**config.mk**
```make
export PLATFORM = sky130hd
export DESIGN_NAME = nrt_timer
export DESIGN_NICKNAME = d
export VERILOG_FILES = /design/src/rtl/nrt_pkg.sv /design/src/rtl/nrt_prescaler.sv /design/src/rtl/nrt_edge_sync.sv /design/src/rtl/nrt_count_core.sv /design/src/rtl/nrt_timer.sv
export SDC_FILE = /design/constraint.sdc
export NUM_CORES = 1
export LEC_CHECK = 0
export ABC_AREA = 0
export CORE_MARGIN = 10
export CORE_UTILIZATION = 35
export CTS_CLUSTER_DIAMETER = 40
export DETAILED_ROUTE_END_ITERATION = 10
export PLACE_DENSITY_LB_ADDON = 0.3
export SYNTH_ARGS = -nofsm -noshare
export SYNTH_HDL_FRONTEND = slang
export SYNTH_HIERARCHICAL = 1
export SYNTH_SLANG_ARGS = --single-unit
```
**constraint.sdc**
```tcl
create_clock -name clk -period 3.1 [get_ports clk]
set_clock_uncertainty 0.1 [all_clocks]
set_input_delay 0.775 -clock clk [delete_from_list [all_inputs] [get_ports clk]]
set_output_delay 0.775 -clock clk [all_outputs]
set_load 0.02 [all_outputs]
```
**src/rtl/nrt_pkg.sv**
```systemverilog
package nrt_pkg;
   localparam int ADDR_W = 2;

   typedef enum logic [ADDR_W-1:0] {
      NRT_MODE = 2'd0,
      NRT_LOW  = 2'd1,
      NRT_HIGH = 2'd2,
      NRT_CTRL = 2'd3
   } nrt_addr_e;

   localparam int CTRL_EDGE_BIT = 0;
   localparam int CTRL_SRC_BIT  = 1;
   localparam int CTRL_W        = 2;
endpackage

```
**src/rtl/nrt_prescaler.sv**
```systemverilog
module nrt_prescaler #(
   parameter int SEL_W = 3
) (
   input  logic             clk,
   input  logic             rst_n,
   input  logic             enable,
   input  logic [SEL_W-1:0] sel,
   output logic             tick
);
   localparam int DIV_W = 1 << SEL_W;

   if (SEL_W < 1 || SEL_W > 5) begin : g_bad_sel
      $error("nrt_prescaler: SEL_W must be 1..5");
   end

   logic [DIV_W-1:0] presc_q;
   logic [DIV_W-1:0] mask;

   always_comb begin
      for (int i = 0; i < DIV_W; i++) begin
         mask[i] = (i <= int'(sel));
      end
   end

   assign tick = enable && ((presc_q & mask) == mask);

   always_ff @(posedge clk or negedge rst_n) begin
      if (!rst_n)      presc_q <= '0;
      else if (enable) presc_q <= presc_q + 1'b1;
      else             presc_q <= '0;
   end


   tick_spacing_chk: assert property (@(posedge clk) disable iff (!rst_n)
      tick |=> !tick);
endmodule

```
**src/rtl/nrt_edge_sync.sv**
```systemverilog
module nrt_edge_sync #(
   parameter int STAGES = 2
) (
   input  logic clk,
   input  logic rst_n,
   input  logic pin,
   input  logic fall_sel,
   output logic pulse
);
   if (STAGES < 2) begin : g_bad_stages
      $error("nrt_edge_sync: STAGES must be at least 2");
   end

   logic [STAGES:0] chain_q;

   for (genvar i = 0; i <= STAGES; i++) begin : g_stage
      if (i == 0) begin : g_first
         always_ff @(posedge clk or negedge rst_n) begin
            if (!rst_n) chain_q[0] <= 1'b0;
            else        chain_q[0] <= pin;
         end
      end else begin : g_next
         always_ff @(posedge clk or negedge rst_n) begin
            if (!rst_n) chain_q[i] <= 1'b0;
            else        chain_q[i] <= chain_q[i-1];
         end
      end
   end

   logic rise, fall;
   assign rise  = chain_q[STAGES-1] & ~chain_q[STAGES];
   assign fall  = ~chain_q[STAGES-1] & chain_q[STAGES];
   assign pulse = fall_sel ? fall : rise;


   edge_single_chk: assert property (@(posedge clk) disable iff (!rst_n)
      pulse |=> (!pulse || (fall_sel != $past(fall_sel))));
endmodule

```
**src/rtl/nrt_count_core.sv**
```systemverilog
module nrt_count_core #(
   parameter int NIB_W = 4,
   parameter int CNT_W = 8
) (
   input  logic             clk,
   input  logic             rst_n,
   input  logic             run,
   input  logic             tick,
   input  logic             lo_we,
   input  logic             hi_we,
   input  logic [NIB_W-1:0] wnib,
   input  logic             irq_clr,
   output logic [CNT_W-1:0] count,
   output logic             irq
);
   if (CNT_W != 2 * NIB_W) begin : g_bad_width
      $error("nrt_count_core: CNT_W must be twice NIB_W");
   end

   logic [NIB_W-1:0] stage_q;
   logic [CNT_W-1:0] reload_q;
   logic [CNT_W-1:0] cnt_q;
   logic             irq_q;
   logic             step, wrap;

   assign step = run && tick;
   assign wrap = step && (cnt_q == {CNT_W{1'b1}});

   always_ff @(posedge clk or negedge rst_n) begin
      if (!rst_n) begin
         stage_q  <= '0;
         reload_q <= '0;
      end else begin
         if (lo_we) stage_q  <= wnib;
         if (hi_we) reload_q <= {wnib, stage_q};
      end
   end

   always_ff @(posedge clk or negedge rst_n) begin
      if (!rst_n)              cnt_q <= '0;
      else if (wrap)           cnt_q <= reload_q;
      else if (step)           cnt_q <= cnt_q + 1'b1;
      else if (hi_we && !run)  cnt_q <= {wnib, stage_q};
   end

   always_ff @(posedge clk or negedge rst_n) begin
      if (!rst_n)       irq_q <= 1'b0;
      else if (wrap)    irq_q <= 1'b1;
      else if (irq_clr) irq_q <= 1'b0;
   end

   assign count = cnt_q;
   assign irq   = irq_q;


   reload_on_wrap_chk: assert property (@(posedge clk) disable iff (!rst_n)
      (run && tick && count == {CNT_W{1'b1}}) |=> (count == $past(reload_q)) && irq);

   stopped_hold_chk: assert property (@(posedge clk) disable iff (!rst_n)
      (!run && !hi_we) |=> $stable(count));

   low_stage_only_chk: assert property (@(posedge clk) disable iff (!rst_n)
      (lo_we && !hi_we) |=> $stable(reload_q));

   irq_clear_chk: assert property (@(posedge clk) disable iff (!rst_n)
      (irq_clr && !(run && tick && count == {CNT_W{1'b1}})) |=> !irq);
endmodule

```
**src/rtl/nrt_timer.sv**
```systemverilog
module nrt_timer
   import nrt_pkg::*;
#(
   parameter int NIB_W       = 4,
   parameter int MODE_W      = 3,
   parameter int SYNC_STAGES = 2
) (
   input  logic              clk,
   input  logic              rst_n,
   input  logic              reg_we,
   input  logic [ADDR_W-1:0] reg_addr,
   input  logic [NIB_W-1:0]  reg_wdata,
   output logic [NIB_W-1:0]  reg_rdata,
   input  logic              ext_cnt_in,
   input  logic              irq_clr,
   output logic              irq_out
);
   localparam int CNT_W   = 2 * NIB_W;
   localparam int RUN_BIT = MODE_W;

   if (MODE_W + 1 > NIB_W) begin : g_bad_mode
      $error("nrt_timer: mode field and run bit must fit in one nibble");
   end
   if (NIB_W < CTRL_W) begin : g_bad_nib
      $error("nrt_timer: nibble too narrow for control register");
   end

   logic [NIB_W-1:0]  mode_q;
   logic [CTRL_W-1:0] ctrl_q;

   always_ff @(posedge clk or negedge rst_n) begin
      if (!rst_n) begin
         mode_q <= '0;
         ctrl_q <= '0;
      end else if (reg_we) begin
         if (reg_addr == NRT_MODE) mode_q <= reg_wdata & {{(NIB_W-MODE_W-1){1'b0}}, {(MODE_W+1){1'b1}}};
         if (reg_addr == NRT_CTRL) ctrl_q <= reg_wdata[CTRL_W-1:0];
      end
   end

   logic run, use_ext, fall_sel;
   assign run      = mode_q[RUN_BIT];
   assign use_ext  = ctrl_q[CTRL_SRC_BIT];
   assign fall_sel = ctrl_q[CTRL_EDGE_BIT];

   logic int_tick, ext_pulse, tick;

   nrt_prescaler #(.SEL_W(MODE_W)) u_presc (
      .clk    (clk),
      .rst_n  (rst_n),
      .enable (run && !use_ext),
      .sel    (mode_q[MODE_W-1:0]),
      .tick   (int_tick)
   );

   nrt_edge_sync #(.STAGES(SYNC_STAGES)) u_sync (
      .clk      (clk),
      .rst_n    (rst_n),
      .pin      (ext_cnt_in),
      .fall_sel (fall_sel),
      .pulse    (ext_pulse)
   );

   assign tick = use_ext ? ext_pulse : int_tick;

   logic [CNT_W-1:0] count;

   nrt_count_core #(.NIB_W(NIB_W), .CNT_W(CNT_W)) u_core (
      .clk     (clk),
      .rst_n   (rst_n),
      .run     (run),
      .tick    (tick),
      .lo_we   (reg_we && reg_addr == NRT_LOW),
      .hi_we   (reg_we && reg_addr == NRT_HIGH),
      .wnib    (reg_wdata),
      .irq_clr (irq_clr),
      .count   (count),
      .irq     (irq_out)
   );

   always_comb begin
      unique case (reg_addr)
         NRT_MODE: reg_rdata = mode_q;
         NRT_LOW:  reg_rdata = count[NIB_W-1:0];
         NRT_HIGH: reg_rdata = count[CNT_W-1:NIB_W];
         default:  reg_rdata = {{(NIB_W-CTRL_W){1'b0}}, ctrl_q};
      endcase
   end


   mode_write_chk: assert property (@(posedge clk) disable iff (!rst_n)
      (reg_we && reg_addr == NRT_MODE) |=> (mode_q[MODE_W:0] == $past(reg_wdata[MODE_W:0])));
endmodule

```
### Word level (Yosys, flattened, before mapping)

Index checks and enable logic that the tools add are counted.

| operators by class | value |
|---|---|
| add/subtract/negate cells | 2 |
| order comparisons | 7 |
| equal/unequal tests | 5 |
| muxes and demuxes | 9 |
| bitwise logic cells | 5 |
| reductions and logical operators | 14 |

Operators by type and width:

| kind | count |
|---|---|
| 2-to-1 mux 8 bit | 4 |
| adder 8 x 1 -> 8 bit (second input constant) | 2 |
| less-or-equal comparator 3 bit (first input constant) | 4 |
| one-hot mux 4 bit (3 select lines) | 1 |
| bitwise AND 8 bit | 1 |
| == test 8 bit | 1 |
| == test 8 bit (second input constant) | 1 |
| logical AND 1 bit | 7 |
| less-or-equal comparator 2 x 3 -> 1 bit (first input constant) | 2 |
| == test 2 bit (second input constant) | 2 |
| 2-to-1 mux 1 bit | 4 |
| AND reduction 2 bit | 2 |
| less-or-equal comparator 1 x 3 -> 1 bit (first input constant) | 1 |
| nonzero test 3 bit | 1 |
| bitwise AND 1 bit | 2 |
| == test 2 x 1 -> 1 bit (second input constant) | 1 |
| logical NOT 1 bit | 2 |
| logical NOT 2 bit | 1 |
| inverter 1 bit | 2 |
| nonzero test 2 bit | 1 |

| word-level totals | value |
|---|---|
| bits in registers | 38 |
| output and inout bits | 5 |
| logic and storage cells | 52 |

### Longest topological paths before layout

| depth | value |
|---|---|
| depth after elaboration | 8 |
| depth in mapped cells | 10 |
| mapped depth without buffers | 9 |

### Hierarchy

The synthesis kept the hierarchy.

Modules (own cells, without submodules):

| module | times used | cells each | area an instance (um^2) |
|---|---|---|---|
| nrt_count_core | 1 | 100 | 1048.5 |
| nrt_prescaler | 1 | 44 | 436.7 |
| nrt_timer | 1 | 28 | 387.9 |
| nrt_edge_sync | 1 | 6 | 97.6 |

### Worst setup path after synthesis

No wires, ideal clock.

| path | value |
|---|---|
| kind | in2out |
| from | input port reg_addr[0] |
| to | output port reg_rdata[0] |
| arrival | 1.456 ns |
| required time | 2.225 ns |
| setup slack | 0.769 ns |
| cell stages on the path | 2 |
| path buffers | 1 |
| cell sequence | buf_6 mux4_2 |

| between the ends | value |
|---|---|
| cells in the longest elaborated chain, start to end | 2 |
| elaborated cells on any way between the ends | 4 |

Ends and longest elaborated chain:

| what | RTL line | RTL |
|---|---|---|
| start, declared | nrt_timer.sv:11 | `input logic [ADDR_W-1:0] reg_addr,` |
| == test 2 bit (tied with other cells) | nrt_timer.sv:82 | `unique case (reg_addr)` |
| one-hot mux 4 bit (3 select lines) (*) | nrt_timer.sv:82 |  |
| end, declared | nrt_timer.sv:13 | `output logic [NIB_W-1:0] reg_rdata,` |

Mark *: on every way between the ends. The rest lies on a longest branch, timed or not.

### Worst setup path after layout

| path | value |
|---|---|
| from | input port reg_addr[0] |
| to | output port reg_rdata[1] |

The elaborated chain is that of the path after synthesis.

==> results.md <==
- The run finished with clean final reports.
- The number of top-level pins is 16.
- The worst setup path is captured at an output port.
- Leaving out fill and tap cells, the most frequent cells in the layout are 38 x sky130_fd_sc_hd__dfrtp_1, 19 x sky130_fd_sc_hd__mux2_2, 17 x sky130_fd_sc_hd__nand2_1.
- The final number of setup-violating endpoints is 0.
- The number of levels the H-tree was split into is 2.
- The sum of negative setup slack is 0 ps.
- After detailed routing, the number of remaining DRC violations is 0.
- The share of total power dissipated in the clock network is 0.272.
- The required time of the worst setup path is about 2200 ps.
- The mean area per synthesized cell is 11.1 um2.
- The initial cell density of the core is 0.360.
- The cell area after layout is between 2000 and 2500 um2.
- The number of buffers added on ports is 15.
- The total nets after synthesis is around 190.
- The largest area contributor in the netlist is sky130_fd_sc_hd__dfrtp_1.
- The ratio of final minimum period to clock period is 0.979.
- Across all setup checks in the final design, the least slack found is 66.4 ps.
- The largest fanout on the critical path is 6.
- The die covers 9030 um2.
- The signed area change from the synthesized netlist to the final layout is 17.0%.
- The overall routing resource usage is 0.102.
- The via count of the first global-routing pass is 1394.
- In the final design database the tool counted 212 nets.
- CTS saw 38 sinks.
- The pre-antenna-repair detailed-routing pass consisted of 4 iterations.
- Of the post-synthesis cell area, the dominant cell type holds 0.483.
- By area the synthesized netlist is led by sky130_fd_sc_hd__dfrtp_1 48%, sky130_fd_sc_hd__mux2_2 11%, sky130_fd_sc_hd__nand2_1 3.2%.
- In the routed layout, each cell is associated on average with a via count of 5.26.
- The total wirelength of the detailed-routed design is 4.27 mm.
- The chip width is 95.0 um.
- The repair_antennas step left the layout with diodes totalling 0.
- The wire length of the first global-routing pass is 7.31 mm.
- After the first detailed-routing iteration, the DRC count stood at 91.
- The remaining global-route overflow is 0.
- After filler insertion, the fill cell instance count of the layout stands at 539.
- The number of hold violations in the final report is 0.
- The headroom to the max-slew limit is 0.447.
- Clock tree synthesis selected as its root buffer the cell sky130_fd_sc_hd__clkbuf_8.
- The power dissipated by switching net loads is 0.000474 W.
- Routability-driven placement finished with a final weighted congestion of 0.784.
- TritonCTS built the clock tree.
- The die is 95.0 um tall.
- The worst slack at placement is -258 ps.
- Max-cap violations in this run came to 0.
- The max-slew violation count came to 0.
- The half-perimeter wire length after placement is around 3 mm.
- The maximum achievable frequency is 330 MHz.
- The number of antenna violations at the first check in global routing is 0.
- Clock tree synthesis inserted a total of 5 buffers.
- Synthesis produced a netlist whose cell count is 178.
- Dividing the detail-routed wire length by the instance count gives 15.7 um.
- The slew of the pin with the lowest slew margin is 830 ps.
- The number of buffers on the longest clock path is 2.
- The library cell used most frequently in the layout, excluding fill and tap cells, is sky130_fd_sc_hd__dfrtp_1.
- The sequential power share is 0.492.
- The share of total power in combinational logic is 0.236.
- Entering global routing, the biggest net connects 39 pins.
- The internal power component is between 0.001 and 0.0015 W.
- The share of the Yosys chip area taken by registers is 0.483.
- The area after detailed placement is about 2200 um2.
- Summing every instance area after synthesis gives 1970 um2.
- The detailed router placed 1431 vias in this run.
- The synthesized design contains 38 register bits.
- The count of antenna-violating nets left after detailed routing is 0.
- The total power after layout is 0.00150 W.
- After floorplanning, the core was divided into 27 placement rows.
- In this run the static leakage power is 0.951 nW.
- Setup repair after global routing left no endpoint under its margin.
- Dividing total power by cell area gives a power density of 650 nW/um2.
- The placeable core region is 5470 um2.
- The count of distinct cell types in the synthesized netlist is 45.
- Subtracting the final worst setup slack from the clock period gives slightly above 3000 ps.
- STA classifies the critical path startpoint as a primary input.
- The min-delay analysis places its worst path in the category flop to flop.
- At the worst endpoint, the arrival time is between 2000 and 2500 ps.
- The maximum vdd ir drop is roughly 0.23 mV.
- The layout cell share with drive strength beyond 1 is 0.210.
- The category of the most critical setup path is primary input to output port.
- The clock reaches the later pin of the worst-skew pair after between 200 and 300 ps.
- Of the total power, the share spent switching nets is 0.316.
- After clock tree synthesis, the clock-pin slew on the worst setup and hold paths is 70 ps.
- The number of warnings printed during yosys synthesis is 6.
==> worst max-delay path, cell delays in order <==
cell and delay, ps:
sky130_fd_sc_hd__clkdlybuf4s15_1 310, sky130_fd_sc_hd__mux4_2 520, sky130_fd_sc_hd__clkdlybuf4s50_1 550
==> power by group through the flow <==
stage / clock, W / sequential [W] / combinational, W
2_1_floorplan: 0 / 0.000693 / 0.000261
3_3_place_gp: 0 / 0.000742 / 0.000349
3_5_place_dp: 0 / 0.000745 / 0.000354
4_1_cts: 0.000425 / 0.000735 / 0.000357
5_1_grt: 0.000443 / 0.000756 / 0.000395
6_report: 0.000407 / 0.000738 / 0.000354
==> timing repair <==
item                       in CTS  in global routing
buffers inserted                0                  0
setup endpoints to repair       4                  2
pin swaps                       0                  0
hold buffers                    0                  0
resized for setup               2                  2
==> per-stage QoR <==
step,hold slack (ps),utilization,std cells
after floorplan,231,-,178
after global placement,235,0.401,264
after detailed placement,237,0.401,264
after CTS,254,0.420,272
after global routing,255,0.421,272
final,250,0.421,272
==> layout make-up <==
cell class              count  area [um2]  share of cell area
clock buffers               7        76.3              0.0331
flip-flops and latches     38         951               0.413
clock inverters             1        30.0              0.0130
multi-input cells         132         970               0.421
inverters                   3        11.3             0.00489
well taps                  72        90.1              0.0391
repair buffers             19         176              0.0765
==> worst paths after layout <==
path	from	end	slack, ps	cells past startpoint
min in group asynchronous	rst_n	u_core/stage_q[2]	480	1
worst max register to register	u_presc/presc_q[0]	u_core/count[6]	710	8
max in group asynchronous	rst_n	mode_q[2]	1890	1
worst max-delay path	reg_addr[0]	reg_rdata[1]	70	3
worst min register to register	u_sync/chain_q[0]	u_sync/chain_q[1]	250	0
worst min-delay path	u_sync/chain_q[0]	u_sync/chain_q[1]	250	0
==> cell families (layout without fill, tap and decap cells) <==
kind of cell    count (synthesis)  count (layout)  synth area share
compound gates                 28              28            0.0984
flops                          38              38             0.483
mux                            25              25             0.152
xor+xnor                        5               5            0.0222
fa+ha+maj                       2               2            0.0127
buf+inv                         8              30            0.0254
simple gates                   72              72             0.207
==> synth_stat cells, drive strengths merged <==
cell type / number
nor3b: 1
xor2: 1
mux4: 2
a221o: 1
and3b: 1
a311o: 1
and3: 2
ha: 2
or3: 2
nor2b: 4
dfrtp: 38
a31oi: 4
and2b: 1
buf: 4
and2: 9
xnor2: 4
a311oi: 1
nand3: 10
o21ai: 8
a21boi: 1
nor2: 10
o2bb2ai: 2
a2111oi: 1
nor3: 4
o32ai: 1
mux2i: 4
nand2b: 5
nand4: 3
a211oi: 2
nand3b: 1
inv: 3
and4: 2
nand2: 17
clkbuf: 1
mux2: 19
o31a: 1
a21oi: 5
==> metal layers <==
| layer | vias to the layer above | global-route usage | routed length (um) |
|---|---|---|---|
| met5 | - | 0 | 0 |
| li1 | 685 | - | - |
| met2 | 33 | 0.148 | 1840 |
| met3 | 7 | 0.0330 | 263 |
| met1 | 706 | 0.136 | 2120 |
| met4 | 0 | 0.0411 | 47 |
==> registers in the layout, summed over array words and instances, names as in the netlist <==
name             flops
ctrl_q               2
mode_q               4
u_core/count         8
u_core/irq           1
u_core/reload_q      8
u_core/stage_q       4
u_presc/presc_q      8
u_sync/chain_q       3
(Power assumes the default switching activity.)
